==> src/rtl/chgint_pkg.sv <==
package chgint_pkg;
  localparam int unsigned DEF_PINS  = 12;
  localparam int unsigned DEF_SYNC  = 2;
endpackage

==> src/rtl/chgint_sync.sv <==
module chgint_sync #(
  parameter int unsigned W      = 12,
  parameter int unsigned STAGES = 2
) (
  input  logic         clk_i,
  input  logic         rst_ni,
  input  logic [W-1:0] d_i,
  output logic [W-1:0] q_o
);
  logic [W-1:0] stg_q [STAGES];

  for (genvar s = 0; s < STAGES; s++) begin : g_stg
    if (s == 0) begin : g_first
      always_ff @(posedge clk_i or negedge rst_ni) begin
        if (!rst_ni) stg_q[s] <= '0;
        else         stg_q[s] <= d_i;
      end
    end else begin : g_next
      always_ff @(posedge clk_i or negedge rst_ni) begin
        if (!rst_ni) stg_q[s] <= '0;
        else         stg_q[s] <= stg_q[s-1];
      end
    end
  end

  assign q_o = stg_q[STAGES-1];
endmodule

==> src/rtl/chgint_maskreg.sv <==
module chgint_maskreg #(
  parameter int unsigned W = 12
) (
  input  logic         clk_i,
  input  logic         rst_ni,
  input  logic         we_i,
  input  logic [W-1:0] wdata_i,
  output logic [W-1:0] mask_o
);
  logic [W-1:0] mask_q;

  // all pins masked out of reset
  always_ff @(posedge clk_i or negedge rst_ni) begin
    if (!rst_ni)   mask_q <= '1;
    else if (we_i) mask_q <= wdata_i;
  end

  assign mask_o = mask_q;
endmodule

==> src/rtl/chgint_detect.sv <==
module chgint_detect #(
  parameter int unsigned W = 12
) (
  input  logic         clk_i,
  input  logic         rst_ni,
  input  logic [W-1:0] pins_s_i,
  input  logic [W-1:0] mask_i,
  input  logic         load_i,
  output logic         live_o
);
  logic [W-1:0] ref_q;
  logic [W-1:0] hit;

  always_ff @(posedge clk_i or negedge rst_ni) begin
    if (!rst_ni)     ref_q <= '0;
    else if (load_i) ref_q <= pins_s_i;
  end

  for (genvar i = 0; i < W; i++) begin : g_pin
    assign hit[i] = (pins_s_i[i] ^ ref_q[i]) & ~mask_i[i];
  end

  assign live_o = |hit;
endmodule

==> src/rtl/chgint_irq.sv <==
module chgint_irq (
  input  logic clk_i,
  input  logic rst_ni,
  input  logic live_i,
  input  logic clr_i,
  output logic irq_o
);
  logic pend_q;

  // read wins over the latch; a change at the read edge re-raises via live_i
  always_ff @(posedge clk_i or negedge rst_ni) begin
    if (!rst_ni)     pend_q <= 1'b0;
    else if (clr_i)  pend_q <= 1'b0;
    else if (live_i) pend_q <= 1'b1;
  end

  assign irq_o = pend_q | live_i;
endmodule

==> src/rtl/chgint_ctrl.sv <==
module chgint_ctrl
  import chgint_pkg::*;
#(
  parameter int unsigned NPINS = DEF_PINS,
  parameter int unsigned SYNC  = DEF_SYNC
) (
  input  logic             clk_i,
  input  logic             rst_ni,
  input  logic [NPINS-1:0] pins_i,
  input  logic             mask_we_i,
  input  logic [NPINS-1:0] mask_wdata_i,
  input  logic             rd_read_i,
  output logic [NPINS-1:0] rd_data_o,
  output logic             irq_oe_o
);
  logic [NPINS-1:0] pins_s;
  logic [NPINS-1:0] mask_q;
  logic             live;

  chgint_sync #(.W(NPINS), .STAGES(SYNC)) u_sync (
    .clk_i  (clk_i),
    .rst_ni (rst_ni),
    .d_i    (pins_i),
    .q_o    (pins_s)
  );

  chgint_maskreg #(.W(NPINS)) u_mask (
    .clk_i   (clk_i),
    .rst_ni  (rst_ni),
    .we_i    (mask_we_i),
    .wdata_i (mask_wdata_i),
    .mask_o  (mask_q)
  );

  chgint_detect #(.W(NPINS)) u_det (
    .clk_i    (clk_i),
    .rst_ni   (rst_ni),
    .pins_s_i (pins_s),
    .mask_i   (mask_q),
    .load_i   (rd_read_i),
    .live_o   (live)
  );

  chgint_irq u_irq (
    .clk_i  (clk_i),
    .rst_ni (rst_ni),
    .live_i (live),
    .clr_i  (rd_read_i),
    .irq_o  (irq_oe_o)
  );

  assign rd_data_o = pins_s;
endmodule

==> config.mk <==
export PLATFORM = sky130hd
export DESIGN_NAME = chgint_ctrl
export DESIGN_NICKNAME = d
export VERILOG_FILES = /design/src/rtl/chgint_pkg.sv /design/src/rtl/chgint_sync.sv /design/src/rtl/chgint_maskreg.sv /design/src/rtl/chgint_detect.sv /design/src/rtl/chgint_irq.sv /design/src/rtl/chgint_ctrl.sv
export SDC_FILE = /design/constraint.sdc
export NUM_CORES = 1
export LEC_CHECK = 0
export ABC_CLOCK_PERIOD_IN_PS = 1600
export BUFFER_PORTS_ARGS = -buffer_cell sky130_fd_sc_hd__clkbuf_2
export CORE_MARGIN = 3
export CORE_UTILIZATION = 40
export CTS_CLUSTER_DIAMETER = 150
export CTS_CLUSTER_SIZE = 25
export DETAILED_ROUTE_END_ITERATION = 10
export REMOVE_ABC_BUFFERS = 1
export SETUP_SLACK_MARGIN = 0.4
export SYNTH_ARGS = -nofsm -noshare
export SYNTH_HDL_FRONTEND = slang
export SYNTH_SLANG_ARGS = --single-unit
==> constraint.sdc <==
create_clock -name clk_i -period 1.6 [get_ports clk_i]
set_clock_uncertainty 0.1 [all_clocks]
set_input_delay 0.16 -clock clk_i [delete_from_list [all_inputs] [get_ports clk_i]]
set_output_delay 0.16 -clock clk_i [all_outputs]
set_load 0.01 [all_outputs]
# ---- Yosys cells after proc, flatten, opt, wreduce, memory -nomap -nowiden
# Cells that the tools add are included.
# W data, S select, Z words.
dict set report op_classes {
  n_addsub 0
  multipliers 0
  n_div 0
  magnitude_cmp 0
  eq_ne 0
  shifts 0
  mux 2
  bitwise_logic 37
  n_reduce_logical 2
}
# op n
set op_table {}
lappend op_table {{$and A1 B1 Y1} 12}
lappend op_table {{$not A1 Y1} 12}
lappend op_table {{$reduce_or A12 Y1} 1}
lappend op_table {{$xor A1 B1 Y1} 12}
lappend op_table {{$mux W1} 2}
lappend op_table {{$reduce_bool A2 Y1} 1}
lappend op_table {{$or A1 B1 Y1} 1}
dict set report word_totals {
  ff_bits 49
  latch_bits 0
  mem_bits_rw 0
  mem_bits_ro 0
  inputBits 28
  out_inout_bits 13
  wordCells 46
  mem_count 0
}

# ---- Logic depth before layout (Yosys ltp)
dict set report depth {
  ltp_word 5
  depth_mapped 4
  depth_no_buf 4
}

# ---- Modules after synthesis
# Synthesis repeated with hierarchy kept, for this count alone.
dict set report hier_totals {
  cells_unflattened 110
  hier_area_um2 1830.5
}
# mod instances cells_each area_per_inst_um2
set by_module_without_submodules {}
lappend by_module_without_submodules {chgint_sync 1 36 690.7}
lappend by_module_without_submodules {chgint_detect 1 46 599.3}
lappend by_module_without_submodules {chgint_maskreg 1 25 499.2}
lappend by_module_without_submodules {chgint_irq 1 3 41.3}

# ---- Least setup slack after synthesis
# OpenSTA, ideal clock, no wires.
dict set report synth_path {
  path_kind {flip-flop to output port}
  start {reg u_sync.stg_q (netlist bit u_sync.q_o[4])}
  end {out irq_oe_o}
  arrival_ns 1.058
  required_time_ns 1.340
  setup_slack_ns 0.282
  stages_incl_launch_ff 5
  path_cell_list {dfrtp_1 -> xnor2_1 -> o22ai_1 -> nor4_1 -> nand2_1}
}
dict set report synth_between {
  elab_chain_len 4
}
# element line_no
set synth_lines {}
lappend synth_lines {{from (decl)} chgint_sync.sv:10} ;# logic [W-1:0] stg_q [STAGES];
lappend synth_lines {{from (signal, indexed assignment)} chgint_sync.sv:21} ;# else stg_q[s] <= stg_q[s-1];
lappend synth_lines {{$xor A1 B1 Y1} chgint_detect.sv:20} ;# assign hit[i] = (pins_s_i[i] ^ ref_q[i]) & ~mask_i[i];
lappend synth_lines {{$and A1 B1 Y1} chgint_detect.sv:20}
lappend synth_lines {{$reduce_or A12 Y1} chgint_detect.sv:23} ;# assign live_o = |hit;
lappend synth_lines {{$or A1 B1 Y1} chgint_irq.sv:17} ;# assign irq_o = pend_q | live_i;
lappend synth_lines {{to (decl)} chgint_ctrl.sv:14} ;# output logic irq_oe_o
# Every way passes these cells.

# ---- Final worst setup path
dict set report layout_path {
  start {reg u_sync.stg_q (netlist bit u_sync.q_o[2])}
  end {out irq_oe_o}
}
# Same word-level chain as after synthesis.

==> out/metrics.csv <==
stage;metric;value;unit
die;ios;41;
die;die-width;72.6;um
routing;wl_per_cell;13.3;um
die;core;4140;sq um
sta;setup_tns;-0.162;ns
yosys;synth-compound-area-share;0.0204;
critical_path;start_kind;flip-flop;
routing;wl_met2;1520;um
grt;grt_pass1_wl;4960;um
clocking;clk_pin_slew;0.08;ns
routing;num_vias;998;
die;rows;23;
critical_path;slowest_stage;dfrtp_1;
place;dp.final_hpwl;1940;um
clocking;cts_inserted_buffers;5;
routing;top_layer;met4;
place;port_buffers;40;
clocking;clockBufferDepth;2;
die;floorplan.initialDensity;0.429;
final_layout;area_growth;32.8;%
sta;final-setup-viol-count;1;
critical_path;crit_family;flip-flops;
min_path;min_path_type;input pin to flip-flop;
sta;worstMarginPinSlew;0.387;ns
clocking;clk_latency;0.29;ns
grt;track_usage;0.127;
routing;wl_met3;154;um
pwr;vdd_drop_max;466;uV
yosys;yosys-mux-area-fraction;0.152;
yosys;synthAdderAreaFrac;0;
die;dieArea;5280;sq um
sta;whs;0.222;ns
clocking;htreeDepth;2;
grt;grt_max_degree;50;
clocking;cts.root.buffer_cell;clkbuf_8;
outcome;violations;setup timing;
place;place.gp.congestion;0.680;
sta;hold_violations;0;
critical_path;worstPathCellList;xnor2_1 -> o22ai_2 -> nor4_4 -> nand2_1 -> clkbuf_2;
run;max_cap_violations;0;
critical_path;cpPeakStageDelay;0.41;ns
routing;drtPass1Iterations;2;
clocking;cts_tree;built;
sta;fmax;568;MHz
critical_path;crit_required;1.34;ns
routing;drt_iter0_drc;32;
clocking;numClockSinks;49;
grt;grt_pass1_vias;1064;
grt;overflow;0;
yosys;synth-xor-area-share;0.0592;
sta;layout_min_cycle_time;1.76;ns
critical_path;crit_buf_inv;1;
sta;slew_headroom;0.742;
critical_path;path_max_fanout;3;
yosys;synthesis.instances;110;
routing;drt-total-wl;2950;um
routing;drc;0;
sta;slew_violations;0;
outcome;run_status;complete, but fails checks;
critical_path;critPathCaptureType;output port;
yosys;ys_seq_area_frac;0.699;
final_layout;final_nets;199;
final_layout;drive_gt1_frac;0.378;
pwr;leakage;1.04;nW
yosys;synth_top_family_by_area;multiplexers;
yosys;avgSynthCellArea;16.2;sq um
yosys;synth_warnings;0;
routing;final_antenna_net_count;0;
yosys;syn_area;1780;sq um
sta;fin_ws;-0.162;ns
pwr;powerDensity;1030;nW/um^2
routing;via_per_inst;4.50;
sta;finalCritPeriodShare;1.10;
critical_path;path_class;flip-flop to output port;
yosys;synth.distinct_cells;11;
final_layout;antenna-diode-count;0;
critical_path;arrival;1.50;ns
sta;rsz0062_at_grt;true;
yosys;synthSimpleGateAreaFrac;0.0134;
routing;drt-met1-wl;1260;um
die;fp.dieH;72.6;um
grt;antenna_found_initial;0;
yosys;ys_ff_latch;49;
## final cells by class
type                    count  area (sq um)
clock buffers               8          90.1
fillers                   342          1780
multi-input cells          47           470
flip-flops and latches     49          1240
well taps                  50          62.6
repair buffers             68           495
## layer usage
metal	GRT usage	vias up
li1	-	482
met1	0.157	494
met2	0.203	20
met3	0.0372	2
met4	0.0615	0
met5	0	-
## report_power, final
part	switching [W]	internal, W
sequential	0.0000543	0.00135
combinational	0.000125	0.000175
clock	0.000368	0.000353
## per-stage QoR
step | utilization | total power, W | cell area, sq um | cells | setup slack, ns
detailed placement | 0.473 | 0.00166 | 1960 | 187 | -0.00193
global placement | 0.473 | 0.00165 | 1960 | 187 | 0.0260
CTS | 0.561 | 0.00245 | 2320 | 221 | -0.205
floorplan | - | 0.00154 | 1680 | 96 | 0.236
global route | 0.569 | 0.00255 | 2360 | 222 | -0.289
finish | 0.569 | 0.00243 | 2360 | 222 | -0.162
## timing repair
item / 4_1_cts / 5_1_grt
hold buffers: 25 / 0
resized for setup: 3 / 6
endpoints found under the setup margin: 2 / 3
pin swaps: 2 / 0
buffers inserted: 1 / 1
endpoints found under the hold margin: 64 / 0
## sequential cells by signal, summed over array words and instances, names as in the netlist
signal and cells:
u_irq.pend_q 1, u_sync.q_o 12, u_sync.stg_q 12, u_det.ref_q 12, u_mask.mask_o 12
## Yosys cell counts
| cell | n | share of area |
|---|---|---|
| dfrtp_1 | 37 | 0.52 |
| dfstp_2 | 12 | 0.18 |
| nand2_1 | 1 | 0.0021 |
| xnor2_1 | 12 | 0.059 |
| buf_2 | 2 | 0.0056 |
| a21oi_1 | 1 | 0.0028 |
| mux2_1 | 24 | 0.15 |
| nor4_1 | 2 | 0.0070 |
| nor2_1 | 2 | 0.0042 |
| o22ai_1 | 5 | 0.018 |
| buf_4 | 12 | 0.051 |
## layout by cell type (no fill, tap or decap)
master and count:
dlygate4sd3_1 25, o22ai_1 4, mux2_1 24, buf_6 2, dfrtp_1 37, a21oi_1 1, xnor2_2 1, clkbuf_1 2
buf_4 1, o22ai_2 1, nor2_1 2, xnor2_1 11, nor4_2 1, dfstp_2 12, buf_12 1, clkbuf_8 6
nor4_4 1, nand2_1 1, clkbuf_2 39
## logic make-up (layout without fill, tap and decap cells)
kind of cell | after synthesis | in the layout
AO/OA/AOI/OAI | 6 | 6
XOR/XNOR | 12 | 12
buffers and inverters | 14 | 76
flip-flops | 49 | 49
multiplexers | 24 | 24
AND/OR/NAND/NOR | 5 | 5
## worst register-to-register path, stage by stage, from the launching register on
cell,delay (ns)
dfrtp_1,0.41
xnor2_1,0.17
o22ai_2,0.12
nor4_4,0.29
a21oi_1,0.10
## final timing paths
| path | startpoint | endpoint | slack [ns] | depth (start not counted) |
|---|---|---|---|---|
| min | rd_read_i | u_irq.pend_q | 0.22 | 2 |
| max in group asynchronous | rst_ni | u_mask.mask_o[4] | 0.83 | 3 |
| min reg2reg | u_sync.stg_q[21] | u_sync.q_o[9] | 0.25 | 0 |
| max | u_sync.q_o[2] | irq_oe_o | -0.16 | 5 |
| max reg2reg | u_sync.q_o[2] | u_irq.pend_q | 0.27 | 4 |
| min in group asynchronous | rst_ni | u_sync.q_o[3] | 0.29 | 3 |
Note: power is estimated with default switching activity, not from simulation.
